--- src/rtl/rxr_pkg.sv ---
package rxr_pkg;
  // Fixed field positions that host software decodes
  localparam int unsigned OWN_BIT = 31;
  localparam int unsigned EOR_BIT = 25;
  localparam int unsigned ES_BIT  = 15;
  localparam int unsigned LS_BIT  = 8;
  localparam int unsigned LEN_LSB = 16;
  localparam int unsigned LEN_W   = 14;

  localparam int unsigned DESC_STRIDE = 16;
  localparam int unsigned CTL_OFS     = 4;
  localparam int unsigned BUF_OFS     = 8;

  typedef enum logic [2:0] {
    ST_IDLE, ST_STAT, ST_CTL, ST_BUF, ST_RECV, ST_WORD, ST_DROP, ST_WB
  } seq_state_e;

  function automatic logic [31:0] make_status(input logic [LEN_W-1:0] len,
                                              input logic err);
    logic [31:0] w;
    w = '0;
    w[LEN_LSB +: LEN_W] = len;
    w[ES_BIT]  = err;
    w[LS_BIT]  = 1'b1;
    w[OWN_BIT] = 1'b0;
    return w;
  endfunction
endpackage

--- src/rtl/rxr_ring_ptr.sv ---
module rxr_ring_ptr #(
  parameter int AW = 32
) (
  input  logic          clk,
  input  logic          rst_n,
  input  logic          idle,
  input  logic          run,
  input  logic [AW-1:0] ring_base,
  input  logic          advance,
  input  logic          wrap,
  output logic [AW-1:0] desc_addr
);
  import rxr_pkg::*;

  logic fresh_q;
  logic load;

  // Load the base while stopped between frames, and once after reset
  assign load = idle && (!run || fresh_q);

  always_ff @(posedge clk or negedge rst_n) begin
    if (!rst_n) begin
      desc_addr <= '0;
      fresh_q   <= 1'b1;
    end else if (load) begin
      desc_addr <= ring_base;
      fresh_q   <= 1'b0;
    end else if (advance) begin
      desc_addr <= wrap ? ring_base : desc_addr + AW'(DESC_STRIDE);
    end
  end
endmodule

--- src/rtl/rxr_byte_packer.sv ---
module rxr_byte_packer #(
  parameter int SIZE_W = 11
) (
  input  logic                     clk,
  input  logic                     rst_n,
  input  logic                     clear,
  input  logic                     take,
  input  logic [7:0]               byte_in,
  input  logic [SIZE_W-1:0]        limit,
  input  logic                     flush,
  output logic [31:0]              word_q,
  output logic [3:0]               be_q,
  output logic [rxr_pkg::LEN_W-1:0] len_q,
  output logic [1:0]               lane,
  output logic                     fits,
  output logic                     over_q
);
  import rxr_pkg::*;

  assign lane = len_q[1:0];
  assign fits = len_q < LEN_W'(limit);

  always_ff @(posedge clk or negedge rst_n) begin
    if (!rst_n) begin
      word_q <= '0;
      be_q   <= '0;
      len_q  <= '0;
      over_q <= 1'b0;
    end else if (clear) begin
      be_q   <= '0;
      len_q  <= '0;
      over_q <= 1'b0;
    end else begin
      if (flush) be_q <= '0;
      if (take) begin
        if (len_q != {LEN_W{1'b1}}) len_q <= len_q + 1'b1;
        if (fits) begin
          word_q[{lane, 3'b000} +: 8] <= byte_in;
          be_q[lane] <= 1'b1;
        end else begin
          over_q <= 1'b1;
        end
      end
    end
  end
endmodule

--- src/rtl/rxr_seq.sv ---
module rxr_seq #(
  parameter int AW     = 32,
  parameter int SIZE_W = 11
) (
  input  logic                      clk,
  input  logic                      rst_n,
  input  logic                      run,
  input  logic                      in_valid,
  input  logic                      in_last,
  input  logic                      in_err,
  output logic                      in_ready,
  output logic                      mem_req,
  output logic                      mem_we,
  output logic [AW-1:0]             mem_addr,
  output logic [31:0]               mem_wdata,
  output logic [3:0]                mem_be,
  input  logic                      mem_ready,
  input  logic [31:0]               mem_rdata,
  input  logic [AW-1:0]             desc_addr,
  input  logic [31:0]               pk_word,
  input  logic [3:0]                pk_be,
  input  logic [rxr_pkg::LEN_W-1:0] pk_len,
  input  logic [1:0]                pk_lane,
  input  logic                      pk_fits,
  input  logic                      pk_over,
  output logic                      pk_clear,
  output logic                      pk_take,
  output logic                      pk_flush,
  output logic [SIZE_W-1:0]         size_q,
  output logic                      ring_adv,
  output logic                      eor_q,
  output logic                      idle,
  output logic                      missed
);
  import rxr_pkg::*;

  seq_state_e state_q, state_d;
  logic [AW-1:0] wptr_q;
  logic          last_q, err_q;
  logic          take, have_data;

  assign in_ready  = (state_q == ST_RECV) || (state_q == ST_DROP);
  assign take      = in_valid && in_ready;
  assign pk_take   = take && (state_q == ST_RECV);
  assign pk_clear  = (state_q == ST_STAT);
  assign idle      = (state_q == ST_IDLE);
  assign have_data = (pk_be != 4'd0) || pk_fits;

  always_comb begin
    state_d   = state_q;
    mem_req   = 1'b0;
    mem_we    = 1'b0;
    mem_addr  = desc_addr;
    mem_wdata = '0;
    mem_be    = 4'hF;
    pk_flush  = 1'b0;
    ring_adv  = 1'b0;
    case (state_q)
      ST_IDLE: if (run && in_valid) state_d = ST_STAT;
      ST_STAT: begin
        mem_req = 1'b1;
        if (mem_ready) state_d = mem_rdata[OWN_BIT] ? ST_CTL : ST_DROP;
      end
      ST_CTL: begin
        mem_req  = 1'b1;
        mem_addr = desc_addr + AW'(CTL_OFS);
        if (mem_ready) state_d = ST_BUF;
      end
      ST_BUF: begin
        mem_req  = 1'b1;
        mem_addr = desc_addr + AW'(BUF_OFS);
        if (mem_ready) state_d = ST_RECV;
      end
      ST_RECV: begin
        if (take && ((pk_lane == 2'd3) || in_last)) begin
          if (have_data)    state_d = ST_WORD;
          else if (in_last) state_d = ST_WB;
        end
      end
      ST_WORD: begin
        mem_req   = 1'b1;
        mem_we    = 1'b1;
        mem_addr  = wptr_q;
        mem_wdata = pk_word;
        mem_be    = pk_be;
        if (mem_ready) begin
          pk_flush = 1'b1;
          state_d  = last_q ? ST_WB : ST_RECV;
        end
      end
      ST_DROP: if (take && in_last) state_d = ST_IDLE;
      ST_WB: begin
        mem_req   = 1'b1;
        mem_we    = 1'b1;
        mem_wdata = make_status(pk_len, err_q || pk_over);
        if (mem_ready) begin
          ring_adv = 1'b1;
          state_d  = ST_IDLE;
        end
      end
      default: state_d = ST_IDLE;
    endcase
  end

  always_ff @(posedge clk or negedge rst_n) begin
    if (!rst_n) begin
      state_q <= ST_IDLE;
      wptr_q  <= '0;
      size_q  <= '0;
      eor_q   <= 1'b0;
      last_q  <= 1'b0;
      err_q   <= 1'b0;
      missed  <= 1'b0;
    end else begin
      state_q <= state_d;
      missed  <= (state_q == ST_DROP) && take && in_last;
      if (state_q == ST_STAT) begin
        last_q <= 1'b0;
        err_q  <= 1'b0;
      end
      if (pk_take) begin
        if (in_last) last_q <= 1'b1;
        if (in_err)  err_q  <= 1'b1;
      end
      if (state_q == ST_CTL && mem_ready) begin
        size_q <= mem_rdata[SIZE_W-1:0];
        eor_q  <= mem_rdata[EOR_BIT];
      end
      if (state_q == ST_BUF && mem_ready) wptr_q <= mem_rdata[AW-1:0];
      if (state_q == ST_WORD && mem_ready) wptr_q <= wptr_q + AW'(4);
    end
  end
endmodule

--- src/rtl/rx_ring_writer.sv ---
module rx_ring_writer #(
  parameter int AW     = 32,
  parameter int SIZE_W = 11
) (
  input  logic          clk,
  input  logic          rst_n,
  input  logic          rx_run,
  input  logic [AW-1:0] ring_base,
  input  logic          in_valid,
  output logic          in_ready,
  input  logic [7:0]    in_data,
  input  logic          in_last,
  input  logic          in_err,
  output logic          mem_req,
  output logic          mem_we,
  output logic [AW-1:0] mem_addr,
  output logic [31:0]   mem_wdata,
  output logic [3:0]    mem_be,
  input  logic          mem_ready,
  input  logic [31:0]   mem_rdata,
  output logic          missed
);
  import rxr_pkg::*;

  logic [AW-1:0]     desc_addr;
  logic [31:0]       pk_word;
  logic [3:0]        pk_be;
  logic [LEN_W-1:0]  pk_len;
  logic [1:0]        pk_lane;
  logic              pk_fits, pk_over, pk_clear, pk_take, pk_flush;
  logic [SIZE_W-1:0] size_q;
  logic              ring_adv, eor_q, idle;

  rxr_ring_ptr #(.AW(AW)) u_ptr (
    .clk(clk), .rst_n(rst_n), .idle(idle), .run(rx_run),
    .ring_base(ring_base), .advance(ring_adv), .wrap(eor_q),
    .desc_addr(desc_addr)
  );

  rxr_byte_packer #(.SIZE_W(SIZE_W)) u_pack (
    .clk(clk), .rst_n(rst_n), .clear(pk_clear), .take(pk_take),
    .byte_in(in_data), .limit(size_q), .flush(pk_flush),
    .word_q(pk_word), .be_q(pk_be), .len_q(pk_len), .lane(pk_lane),
    .fits(pk_fits), .over_q(pk_over)
  );

  rxr_seq #(.AW(AW), .SIZE_W(SIZE_W)) u_seq (
    .clk(clk), .rst_n(rst_n), .run(rx_run),
    .in_valid(in_valid), .in_last(in_last), .in_err(in_err),
    .in_ready(in_ready),
    .mem_req(mem_req), .mem_we(mem_we), .mem_addr(mem_addr),
    .mem_wdata(mem_wdata), .mem_be(mem_be), .mem_ready(mem_ready),
    .mem_rdata(mem_rdata), .desc_addr(desc_addr),
    .pk_word(pk_word), .pk_be(pk_be), .pk_len(pk_len), .pk_lane(pk_lane),
    .pk_fits(pk_fits), .pk_over(pk_over), .pk_clear(pk_clear),
    .pk_take(pk_take), .pk_flush(pk_flush), .size_q(size_q),
    .ring_adv(ring_adv), .eor_q(eor_q), .idle(idle), .missed(missed)
  );
endmodule

--- config.mk ---
export PLATFORM = sky130hd
export DESIGN_NAME = rx_ring_writer
export DESIGN_NICKNAME = d
export VERILOG_FILES = /design/src/rtl/rxr_pkg.sv /design/src/rtl/rxr_ring_ptr.sv /design/src/rtl/rxr_byte_packer.sv /design/src/rtl/rxr_seq.sv /design/src/rtl/rx_ring_writer.sv
export SDC_FILE = /design/constraint.sdc
export NUM_CORES = 1
export LEC_CHECK = 0
export CORE_MARGIN = 10
export CORE_UTILIZATION = 56
export DETAILED_ROUTE_END_ITERATION = 16
export DONT_BUFFER_PORTS = 1
export PLACE_DENSITY_LB_ADDON = 0.08
export SKIP_LAST_GASP = 1
export SYNTH_ARGS = -nofsm -noshare
export SYNTH_HDL_FRONTEND = slang
export SYNTH_HIERARCHICAL = 1
export SYNTH_SLANG_ARGS = --single-unit
--- constraint.sdc ---
create_clock -name clk -period 3.6 [get_ports clk]
set_input_delay 1.08 -clock clk [delete_from_list [all_inputs] [get_ports clk]]
set_output_delay 1.08 -clock clk [all_outputs]
set_load 0.05 [all_outputs]
; Yosys cells after proc, flatten, opt, wreduce, memory -nomap -nowiden
; Cells that the tools add are included.
[op_classes]
n_shift = 2
magnitude_cmp = 3
reduce_logical = 30
addsub = 6
n_eq_ne = 19
bitwise = 2
n_mux = 46
[op_table]
columns = op, count
row1 = 32-bit two-way mux, 5
row2 = 32-bit case mux with 3 select lines, 1
row3 = "32-bit by 3-bit adder with 32-bit output, second input constant", 2
row4 = 32-bit case mux with 2 select lines, 1
row5 = 14-bit two-way mux, 3
row6 = 3-bit two-way mux, 11
row7 = "32-bit by 4-bit adder with 32-bit output, second input constant", 1
row8 = "32-bit by 5-bit adder with 32-bit output, second input constant", 1
row9 = 32-bit bitwise mux, 1
row10 = "8-bit by 7-bit variable shift with 32-bit output, first input constant", 1
row11 = 8-bit by 7-bit indexed part select with 32-bit output, 1
row12 = 4-bit two-way mux, 6
row13 = 3-bit case mux with 8 select lines, 1
row14 = "2-bit != test, second input constant", 8
row15 = 1-bit two-way mux, 15
row16 = "14-bit by 1-bit adder with 14-bit output, second input constant", 1
row17 = 14-bit by 11-bit less-than comparator with 1-bit output, 1
row18 = "14-bit != test, second input constant", 1
row19 = "3-bit equality test, second input constant", 4
row20 = 1-bit logical AND, 12
row21 = 9-bit AND reduction, 1
row22 = 2-bit nonzero test, 4
row23 = 5-bit negation with 7-bit output, 1
row24 = "3-bit by 2-bit equality test with 1-bit output, second input constant", 2
row25 = 18 further kinds, 23
[totals]
output_inout_bits = 72
in_bits = 79
reg_bits = 134

; Depth between registers and ports, before layout
; Gate-level depths: netlist of the first run.
[logic_depth]
word_depth = 8
depth_mapped = 12

; Hierarchy
; The synthesis of the first run kept the hierarchy.
[modules_own_cells]
columns = module, n_inst, area_each_um2, seq_area_each_um2, cells_each
row1 = rxr_seq, 1, 4640.7, 1251.2, 616
row2 = rxr_byte_packer, 1, 2653.8, 1276.2, 274
row3 = rxr_ring_ptr, 1, 1986.9, 827.0, 214

; Least setup slack after synthesis of the first run
; Ideal clock, no wire load.
[synth_path]
path_type = reg2out
startpoint = register u_ptr.desc_addr[4]
endpoint = output mem_addr[17]
path_stages_with_launch = 7
t_arrival_ns = 3.561
required_ns = 2.520
path_slack_ns = -1.041
n_path_buf = 1
cell_sequence = dfrtp_1 ha_1 nand3_4 or3_4 or2_1 buf_6 o311ai_0
[synth_between]
elab_chain_len = 2
[synth_lines]
columns = item, line
row1 = from (decl), rxr_ring_ptr.sv:11  ; output logic [AW-1:0] desc_addr
row2 = from (signal assigned), rxr_ring_ptr.sv:26  ; desc_addr <= ring_base;
row3 = from (signal assigned), rxr_ring_ptr.sv:29  ; desc_addr <= wrap ? ring_base : desc_addr + AW'(DESC_STRIDE);
row4 = 32-bit by 4-bit adder with 32-bit output or 32-bit by 3-bit adder with 32-bit output (tied branches), "rxr_seq.sv:71, rxr_seq.sv:66"
row5 = 32-bit case mux with 3 select lines (*), rxr_seq.sv:58  ; case (state_q)
row6 = to (decl), rx_ring_writer.sv:16  ; output logic [AW-1:0] mem_addr,
; Mark *: on every way between the ends. The rest lies on a longest branch, timed or not.

; Worst setup path after layout of the first run
[layout_path]
startpoint = register u_ptr.desc_addr[11]
endpoint = output mem_addr[21]
; Same word-level chain as after synthesis.

==> flow_metrics.py, run 1 <==
metrics = {
    "run_status": {
        "status": "complete, but fails checks",
        "violations": "setup timing",
    },
    "timing": {
        "setup_slack_ps": -36.64,
        "period_minus_slack_ps": 3637,
        "worstMarginPinSlew_ps": 1189,
        "whs_ps": 345.7,
        "fmax_mhz": 275.0,
        "min_period_over_period_pct": 101.0,
        "worst_slew_margin_rel_pct": 20.64,
        "slew_viol_final": 0,
        "finalSetupViolCount": 3,
        "clock_skew_ps": 11.03,
        "rsz0062_at_grt": "yes",
        "hold_viol_final": 0,
    },
    "finish": {
        "layout_common_cells": "nand2_1, dfrtp_1, buf_4",
        "area_growth_pct": 20.79,
        "drive_gt1_share_pct": 18.88,
        "nets": 1262,
        "n_antenna_cell": 0,
        "nFillCells": 1323,
        "layout.cells.non_filler": 1396,
        "post-route-cell-area_um2": 11210,
        "mostFrequentLayoutCell": "nand2_1",
    },
    "detailed_routing": {
        "drtIter0Drc": 738,
        "vias": 9205,
        "drc_errors": 0,
        "drtPass1Iterations": 6,
        "wl_per_cell_um": 22.94,
        "via_per_inst": 6.594,
        "drt.antenna.violating_nets": 0,
        "routed_wl_um": 32030,
    },
    "grt": {
        "grt_pass1_wl_um": 49360,
        "track_usage_pct": 27.90,
        "grt_max_degree": 135,
        "grt.overflow.total": 0,
        "grt_pass1_vias": 8783,
        "antenna_found_initial": 0,
    },
    "critical_path": {
        "critical_path_class": "flip-flop to output pin",
        "endpoint": "mem_addr[21]",
        "endpoint_kind": "output pin",
        "r2r-end": "u_seq/wptr_q[17]$_DFFE_PN0P_",
        "critPathRequiredTime_ps": 2520,
        "r2r_cells": 7,
        "r2r_start": "u_seq/state_q[1]$_DFFE_PN0P_",
        "crit_arrival_ps": 2560,
        "startpoint": "u_ptr/desc_addr[11]$_DFFE_PN0P_",
        "r2r_setup_slack_ps": 640,
        "crit_path_start_kind": "flip-flop",
        "crit_path_max_fanout": 8,
    },
    "place": {
        "post-place-ws_ps": 162.1,
        "dp_hpwl_um": 23090,
        "placed_area_um2": 10410,
        "gp_congestion": 0.9636,
        "portBuffers": 0,
        "dp_cells": 1350,
    },
    "cts": {
        "cts_tree": "built",
        "clk_latency_ps": 430,
        "cts.sinks": 134,
        "clk_pin_slew_ps": 60,
        "numCtsBuffers": 17,
        "ctsLongestPathBuffers": 2,
        "hold_buffers": 0,
        "root_buffer": "clkbuf_16",
        "htree_levels": 4,
    },
    "floorplan": {
        "start_util_pct": 56.57,
        "ios": 151,
        "coreArea_um2": 16410,
        "die_y_um": 148.7,
        "die_area_um2": 22120,
        "fp-row-count": 47,
        "fp.dieW_um": 148.7,
    },
    "synthesis": {
        "ys_seq_elements": 134,
        "syn-num-nets": 1203,
        "synth-edff-count": 0,
        "synth_cells": 1104,
        "ys_warn_count": 6,
        "synth-async-reset-ratio_pct": 100.0,
        "synth-main-ff-cell": "dfrtp_1",
        "synth_area_um2": 9281,
        "ys_seq_area_share_pct": 36.14,
        "ys_types": 88,
        "synth.avg_cell_area_um2": 8.407,
    },
    "power_and_ir_drop": {
        "power_density_nw_per_um2": 997.3,
        "power_mw": 11.18,
        "vdd_drop_max_v": 0.0007457,
        "p_leak_nw": 4.818,
    },
    "job": {
        "cap_viol_max_count": 0,
    },
    "min_path": {
        "holdCritPathClass": "primary input to async pin",
    },
}
==> power breakdown <==
group,total [mW],switching (mW),leakage [nW],internal [mW]
Combinational,6.66,4.13,2.95,2.53
Clock,1.76,0.777,0.284,0.981
Sequential,2.77,0.692,1.59,2.07
Total,11.2,5.60,4.82,5.58
==> final cells by class <==
cell class                      count  area [um2]  share of cell area [%]
Multi-Input combinational cell    845        5512                   49.16
Sequential cell                   134        3364                   30.01
Timing Repair Buffer              115        1282                   11.44
Clock buffer                       17       425.4                   3.795
Tap cell                          220       275.3                   2.455
Inverter                           50       192.7                   1.719
Clock inverter                     15       158.9                   1.417
==> worst min path at each step <==
stage                            startpoint                              end  slack, ps  cells past startpoint
2_1_floorplan   u_seq/wptr_q[0]$_DFFE_PN0P_      u_seq/wptr_q[0]$_DFFE_PN0P_        440                      2
3_3_place_gp   u_pack/word_q[3]$_DFFE_PN0P_     u_pack/word_q[3]$_DFFE_PN0P_        460                      2
3_5_place_dp   u_pack/word_q[0]$_DFFE_PN0P_     u_pack/word_q[0]$_DFFE_PN0P_        460                      2
4_1_cts                               rst_n  u_ptr/desc_addr[28]$_DFFE_PN0P_        340                      0
5_1_grt                               rst_n  u_ptr/desc_addr[30]$_DFFE_PN0P_        330                      0
6_report                              rst_n  u_ptr/desc_addr[28]$_DFFE_PN0P_        350                      0
==> stage by stage <==
stage	util [%]	TNS, ps
floorplan	-	0
global placement	63.44	0
detailed placement	63.44	0
CTS	67.53	-23.99
finish	68.33	-73.22
global route	68.33	-576.1
==> cells by family (layout without fill, tap and decap cells) <==
| family | count (synthesis) | after routing | share of synthesized area [%] |
|---|---|---|---|
| AO/OA/AOI/OAI | 290 | 290 | 21.84 |
| XOR/XNOR | 14 | 14 | 1.321 |
| adder cells (fa/ha/maj) | 20 | 20 | 2.696 |
| buffers and inverters | 126 | 197 | 6.012 |
| flip-flops | 134 | 134 | 36.14 |
| multiplexers | 53 | 53 | 5.945 |
| AND/OR/NAND/NOR | 467 | 468 | 26.04 |
==> Yosys cell counts (8+ instances only) <==
cell type / count / share of area (%)
o211ai_1: 16 / 1.3
a21o_1: 9 / 0.73
a221o_1: 13 / 1.4
and3_1: 18 / 1.2
nand3_1: 53 / 2.9
o22ai_1: 14 / 0.94
and2_1: 21 / 1.4
nor4_1: 8 / 0.54
a22oi_1: 12 / 0.97
o21ai_0: 59 / 3.2
and4_1: 17 / 1.6
nand4_1: 33 / 2.2
buf_2: 11 / 0.59
a22o_1: 19 / 1.8
dfrtp_1: 133 / 36
ha_1: 20 / 2.7
a21oi_1: 46 / 2.5
mux2_2: 17 / 2.1
clkbuf_1: 51 / 2.1
a211oi_1: 12 / 0.97
a31oi_1: 15 / 1.0
inv_1: 48 / 1.9
nand2b_1: 11 / 0.74
mux2i_1: 36 / 3.9
nor2_1: 75 / 3.0
nor3_1: 35 / 1.9
xor2_1: 10 / 0.94
nand2_1: 151 / 6.1
==> worst max-delay path, cell delays in order, from the launching register on <==
cell and delay (ps):
dfrtp_1 520, nand4_1 190, or2_1 340, or2_4 330, or4_4 520, nand3_2 90, buf_6 150
==> sequential cells by signal, summed over array words and instances, names as in the netlist, 3 cells and up <==
| signal | flops |
|---|---|
| u_pack/be_q | 4 |
| u_pack/len_q | 14 |
| u_pack/word_q | 32 |
| u_ptr/desc_addr | 32 |
| u_seq/size_q | 11 |
| u_seq/state_q | 3 |
| u_seq/wptr_q | 32 |
==> routing by layer <==
metal  wire length [um]  part of all wire, %  GRT usage, %  vias up
met2              15500                   48         46.49      469
met5                  0                    0             0        -
met1              12270                   38         33.56     4453
met3               3195                   10         8.374       77
met4               1059                  3.3         9.912        0
li1                   -                    -             -     4206
==> timing repair <==
item | CTS | global route
gates resized for setup | 22 | 15
buffers inserted | 3 | 10
gates cloned | 0 | 1
pin swaps | 3 | 3
endpoints found under the setup margin | 32 | 21
No activity file was read; power rests on OpenSTA's default activity.
==> run 2, diff against run 1 <==
ABC_AREA = 1   (was not set)
==> run 2 against run 1 <==
Final area increased by 7.8%. The run now ends clean. Die area grew 13%. Synthesized area increased by 15%. Total power fell by 10%. Clock skew increased by 3.3 ps. Synthesized cell count rose by 53%. Final cell count up 41%.
==> flow_metrics.py, run 2 <==
metrics = {
    "run_status": {
        "status": "complete, no violations",
    },
    "place": {
        "gp_congestion": 0.9481,
        "dp_cells": 1943,
        "post-place-ws_ps": 431.6,
        "portBuffers": 0,
        "dp_hpwl_um": 26500,
    },
    "power_and_ir_drop": {
        "p_int_mw": 4.936,
        "netSwitchingFraction_pct": 50.73,
        "vdd_drop_max_v": 0.0006097,
        "power_density_nw_per_um2": 828.8,
        "p_leak_nw": 5.683,
        "clkPwrFrac_pct": 17.7,
        "seq_power_share_pct": 27.4,
        "p_sw_mw": 5.081,
        "pwr-share-comb_pct": 55.0,
    },
    "floorplan": {
        "fp.dieW_um": 157.9,
        "start_util_pct": 56.90,
        "ios": 151,
        "die_y_um": 157.9,
        "die_area_um2": 24920,
        "coreArea_um2": 18710,
        "fp-row-count": 50,
    },
    "critical_path": {
        "crit_buf_inv": 3,
        "endpoint_kind": "output pin",
        "crit_path_start_kind": "flip-flop",
        "crit_top_cell": "nand2_1",
        "crit_path_max_fanout": 10,
        "path_delay_family": "simple AND/OR/NAND/NOR gates",
        "crit_chain": "inv_1 > nor2_4 > nand2_2 > inv_2 > nand2_1 > nand2_1 > a21oi_1 > o211ai_1 > buf_4",
        "slowest_delay_ps": 420,
        "crit_slowest_cell": "dfrtp_1",
        "critPathRequiredTime_ps": 2520,
        "critical_path_class": "flip-flop to output pin",
        "crit_arrival_ps": 2410,
    },
    "synthesis": {
        "synth-async-reset-ratio_pct": 100.0,
        "ys_warn_count": 6,
        "synth.avg_cell_area_um2": 6.294,
        "synth_top_area_share_pct": 31.27,
        "ys_top_cells_by_area": "dfrtp_1, nand2_1, nand3_1",
        "ys_seq_elements": 134,
        "synth_top_cell_by_area": "dfrtp_1",
        "synth-main-ff-cell": "dfrtp_1",
        "synth_area_um2": 10640,
        "synth_cells": 1691,
        "ys_types": 49,
        "syn-num-nets": 1790,
        "synth-edff-count": 0,
        "ys_seq_area_share_pct": 31.52,
        "yosysMostFrequentCell": "nand2_1",
        "ys_top_cells_by_count": "nand2_1, inv_1, nor2_1",
    },
    "detailed_routing": {
        "drtIter0Drc": 1081,
        "vias": 11540,
        "wl_per_cell_um": 18.07,
        "via_per_inst": 5.842,
        "drtPass1Iterations": 6,
        "routed_wl_um": 35700,
        "drt.antenna.violating_nets": 0,
        "drc_errors": 0,
    },
    "timing": {
        "worstMarginPinSlew_ps": 663.5,
        "finalSetupViolCount": 0,
        "fmax_mhz": 286.3,
        "worst_slew_margin_rel_pct": 55.72,
        "slew_viol_final": 0,
        "min_period_over_period_pct": 97.01,
        "rsz0062_at_grt": "yes",
        "setup_slack_ps": 107.7,
        "period_minus_slack_ps": 3492,
        "hold_viol_final": 0,
        "whs_ps": 344.4,
        "final.setup.tns_ps": 0,
        "clock_skew_ps": 14.33,
    },
    "grt": {
        "grt_pass1_wl_um": 55870,
        "grt_pass1_vias": 10550,
        "antenna_found_initial": 0,
        "grt.overflow.total": 0,
        "grt_max_degree": 135,
        "track_usage_pct": 28.42,
    },
    "finish": {
        "nets": 1827,
        "area_growth_pct": 13.57,
        "drive_gt1_share_pct": 10.28,
        "top_regs": "u_pack/word_q: 32 flops, u_ptr/desc_addr: 32 flops, u_seq/wptr_q: 32 flops",
        "layout_common_cells": "nand2_1, inv_1, nor2_1",
        "mostFrequentLayoutCell": "nand2_1",
        "nFillCells": 1757,
        "n_antenna_cell": 0,
        "layout.cells.non_filler": 1975,
    },
    "cts": {
        "htree_levels": 4,
        "root_buffer": "clkbuf_16",
        "cts_setup_buffers": 0,
        "clk_pin_slew_ps": 60,
        "cts.sinks": 134,
        "ctsLongestPathBuffers": 2,
        "clk_latency_ps": 430,
        "numCtsBuffers": 17,
        "cts_tree": "built",
    },
    "job": {
        "cap_viol_max_count": 0,
    },
    "min_path": {
        "holdCritPathClass": "primary input to async pin",
    },
}
==> run 2: changes by cell type in the layout (fill, tap and decap cells not counted), moves of 36 or more <==
cell,before,now
mux2i_1,36,0
buf_4,79,37
nand3_1,51,190
inv_1,47,214
nand2_1,151,552
nor2_1,75,197
==> run 2: layout make-up <==
cell class / instances / area [um2] / share of cell area, %
repair buffers: 65 / 829.5 / 6.863
well taps: 234 / 292.8 / 2.422
inverters: 228 / 860.8 / 7.122
clock inverters: 13 / 145.1 / 1.201
flip-flops and latches: 134 / 3369 / 27.88
clock buffers: 19 / 442.9 / 3.665
multi-input cells: 1282 / 6146 / 50.85
==> run 2: power groups by stage <==
stage	clock (mW)	combinational [mW]	sequential [mW]
finish	1.77	5.51	2.74
global route	1.87	5.94	2.81
CTS	1.79	5.45	2.70
detailed placement	0	5.41	2.72
global placement	0	5.36	2.70
floorplan	0	3.59	2.48
==> run 2: logic make-up (layout without fill, tap and decap cells) <==
| family | count (synthesis) | after routing | synth area share (%) |
|---|---|---|---|
| simple gates | 1080 | 1080 | 44.07 |
| buf+inv | 275 | 325 | 10.87 |
| compound gates | 169 | 169 | 9.993 |
| flops | 134 | 134 | 31.52 |
| fa+ha+maj | 20 | 20 | 2.351 |
| xor+xnor | 8 | 8 | 0.6584 |
| mux | 5 | 5 | 0.5290 |
==> run 2: final timing paths <==
| path | startpoint | to | slack [ps] | cells after the start |
|---|---|---|---|---|
| worst max-delay path | u_seq/state_q[1]$_DFFE_PN0P_ | mem_addr[11] | 110 | 9 |
| worst min-delay path | rst_n | u_seq/wptr_q[19]$_DFFE_PN0P_ | 340 | 0 |
| worst min register to register | u_ptr/fresh_q$_DFFE_PN1P_ | u_ptr/fresh_q$_DFFE_PN1P_ | 470 | 2 |
| max in group asynchronous | rst_n | u_ptr/fresh_q$_DFFE_PN1P_ | 2900 | 0 |
| min in group clk | u_ptr/fresh_q$_DFFE_PN1P_ | u_ptr/fresh_q$_DFFE_PN1P_ | 470 | 2 |
| worst max register to register | u_seq/state_q[0]$_DFFE_PN0P_ | u_ptr/desc_addr[31]$_DFFE_PN0P_ | 1030 | 13 |
==> run 2: metrics by stage <==
step                      instance area [um2]  power [mW]  util (%)
after floorplan                         10640       6.073         -
after global placement                  11460       8.062     61.28
after detailed placement                11460       8.130     61.28
after CTS                               12050       9.942     64.43
after global routing                    12090       10.62     64.62
final                                   12090       10.02     64.62
==> run 2: worst register-to-register path, delay by kind of cell (launching register included) <==
family / cells / cell delay, ps
AOI/OAI and AO/OA: 1 / 100
buffers and inverters: 6 / 1070
DFF: 1 / 460
and+or+nand+nor: 6 / 880
==> run 2: metal layers <==
metal / part of all wire [%] / up-vias / global-route usage [%]
li1: - / 5532 / -
met1: 43 / 5374 / 38.67
met2: 45 / 577 / 43.53
met3: 10 / 55 / 7.354
met4: 1.7 / 0 / 8.103
met5: 0 / - / 0
==> run 2: repair_timing <==
item | CTS | global route
hold buffers | 0 | 0
cloned | 0 | 0
gates resized for setup | 1 | 20
setup endpoints to repair | 2 | 23
pin swaps | 0 | 0
==> run 3, diff against run 2 <==
clock period = 3.4 ns   (was 3.6 ns; I/O delays follow)
==> run 3 against run 2 <==
Hold slack worse by 58 ps. Highest routed layer unchanged. Largest power group unchanged. Critical endpoint is now mem_addr[29]. Final cell count rose by 0.71%. Critical path depth decreased by 1.
==> flow_metrics.py, run 3 (synthesis results as in run 2) <==
metrics = {
    "place": {
        "post-place-ws_ps": 285.5,
        "gp_congestion": 0.9528,
        "portBuffers": 0,
        "dp_cells": 1951,
        "dp_hpwl_um": 26850,
        "placed_area_um2": 11530,
    },
    "timing": {
        "rsz0062_at_grt": "yes",
        "setup_slack_ps": 97.13,
        "worst_slew_margin_rel_pct": 51.31,
        "hold_viol_final": 0,
        "clock_skew_ps": 17.33,
        "fmax_mhz": 302.8,
        "worstMarginPinSlew_ps": 729.6,
        "finalSetupViolCount": 0,
        "min_period_over_period_pct": 97.14,
        "slew_viol_final": 0,
        "period_minus_slack_ps": 3303,
        "final.setup.tns_ps": 0,
    },
    "power_and_ir_drop": {
        "pwr-share-comb_pct": 54.6,
        "vdd_drop_max_v": 0.0006081,
        "p_sw_mw": 5.415,
        "power_mw": 10.95,
        "p_leak_nw": 5.798,
        "power_density_nw_per_um2": 887.0,
        "clkPwrFrac_pct": 19.0,
        "seq_power_share_pct": 26.4,
        "p_int_mw": 5.530,
        "netSwitchingFraction_pct": 49.48,
    },
    "detailed_routing": {
        "drc_errors": 0,
        "via_per_inst": 5.856,
        "wl_per_cell_um": 18.00,
        "drtPass1Iterations": 6,
        "drt.antenna.violating_nets": 0,
        "routed_wl_um": 35810,
        "vias": 11650,
        "drtIter0Drc": 1149,
    },
    "cts": {
        "ctsLongestPathBuffers": 2,
        "root_buffer": "clkbuf_16",
        "cts_tree": "built",
        "clk_latency_ps": 430,
        "clk_pin_slew_ps": 60,
        "cts.sinks": 134,
        "numCtsBuffers": 17,
        "htree_levels": 4,
    },
    "finish": {
        "area_growth_pct": 15.94,
        "post-route-cell-area_um2": 12340,
        "layout.cells.non_filler": 1989,
        "mostFrequentLayoutCell": "nand2_1",
        "drive_gt1_share_pct": 12.02,
        "nets": 1841,
        "top_regs": "u_pack/word_q: 32 flops, u_ptr/desc_addr: 32 flops, u_seq/wptr_q: 32 flops",
        "n_antenna_cell": 0,
        "layout_common_cells": "nand2_1, inv_1, nand3_1",
    },
    "floorplan": {
        "coreArea_um2": 18710,
        "die_area_um2": 24920,
        "start_util_pct": 56.90,
        "ios": 151,
        "fp.dieW_um": 157.9,
        "die_y_um": 157.9,
        "fp-row-count": 50,
    },
    "grt": {
        "grt_pass1_wl_um": 56190,
        "grt_pass1_vias": 10770,
        "grt_max_degree": 135,
        "grt.overflow.total": 0,
        "antenna_found_initial": 0,
        "track_usage_pct": 28.36,
    },
    "critical_path": {
        "crit_slowest_cell": "dfrtp_2",
        "critPathRequiredTime_ps": 2380,
        "crit_path_start_kind": "flip-flop",
        "crit_arrival_ps": 2280,
        "crit_buf_inv": 1,
        "crit_chain": "nand2_1 > nor2_1 > nand2_1 > nor2_1 > nand3_1 > nand3_1 > nand4_1 > buf_12",
        "endpoint_kind": "output pin",
        "path_delay_family": "simple AND/OR/NAND/NOR gates",
        "crit_path_max_fanout": 9,
        "critical_path_class": "flip-flop to output pin",
        "slowest_delay_ps": 470,
    },
    "run_status": {
        "status": "complete, no violations",
    },
    "job": {
        "cap_viol_max_count": 0,
    },
    "min_path": {
        "holdCritPathClass": "primary input to async pin",
    },
}
## run 3: cell types whose count changed in the layout (fill, tap and decap cells not counted), sizes merged
| cell | previous run | this run |
|---|---|---|
| clkinv | 7 | 6 |
| inv | 229 | 230 |
| clkbuf | 19 | 18 |
| clkinvlp | 3 | 1 |
| bufinv | 2 | 5 |
| buf | 65 | 79 |
## run 3: timing repair
| item | 4_1_cts | 5_1_grt |
|---|---|---|
| hold buffers | 0 | 0 |
| pin swaps | 0 | 1 |
| resized for setup | 6 | 39 |
| setup buffers | 0 | 6 |
| endpoints found under the setup margin | 14 | 25 |
| endpoints found under the hold margin | 0 | 0 |
## run 3: stage by stage
| stage | util [%] | hold slack, ps |
|---|---|---|
| finish | 65.97 | 286.7 |
| global route | 65.97 | 270.4 |
| CTS | 65.22 | 275.3 |
| detailed placement | 61.67 | 449.9 |
| global placement | 61.67 | 442.5 |
| floorplan | - | 433.1 |
## run 3: power by group through the flow
| stage | logic (mW) | clock network (mW) | registers (mW) |
|---|---|---|---|
| after global routing | 6.44 | 2.17 | 2.97 |
| after detailed placement | 5.82 | 0 | 2.86 |
| final | 5.98 | 2.08 | 2.88 |
| after CTS | 5.85 | 2.11 | 2.84 |
| after global placement | 5.75 | 0 | 2.84 |
| after floorplan | 3.80 | 0 | 2.63 |
## run 3: final cells by class
class / instances / area [um2]
Clock buffer: 18 / 429.2
Fill cell: 1732 / 6366
Inverter: 228 / 863.3
Timing Repair Buffer: 79 / 947.2
Sequential cell: 134 / 3374
Clock inverter: 14 / 222.7
Tap cell: 234 / 292.8
Multi-Input combinational cell: 1282 / 6210
## run 3: worst paths after layout
path | start | endpoint | slack [ps] | cells past startpoint
worst max-delay path | u_ptr/desc_addr[10]$_DFFE_PN0P_ | mem_addr[29] | 100 | 8
worst min-delay path | rst_n | u_seq/wptr_q[21]$_DFFE_PN0P_ | 290 | 0
worst max register to register | u_pack/len_q[9]$_DFFE_PN0P_ | u_seq/state_q[2]$_DFFE_PN0P_ | 840 | 15
worst min register to register | u_ptr/fresh_q$_DFFE_PN1P_ | u_ptr/fresh_q$_DFFE_PN1P_ | 460 | 2
max in group asynchronous | rst_n | u_ptr/fresh_q$_DFFE_PN1P_ | 2820 | 0
min in group clk | u_ptr/fresh_q$_DFFE_PN1P_ | u_ptr/fresh_q$_DFFE_PN1P_ | 460 | 2
## run 3: worst reg2reg max path: cells and delay by family, from the launching register on
family / cells / cell delay [ps]
compound gates: 2 / 540
fa+ha+maj: 1 / 340
flops: 1 / 470
simple gates: 10 / 940
buf+inv: 2 / 140
## run 3: per-layer routing
metal  global-route usage (%)  wire [um]  vias to the layer above
li1                         -          -                     5572
met1                    39.44      15280                     5381
met2                    43.02      15670                      634
met3                    6.106       4049                       60
met4                    8.771        806                        0
met5                        0          0                        -
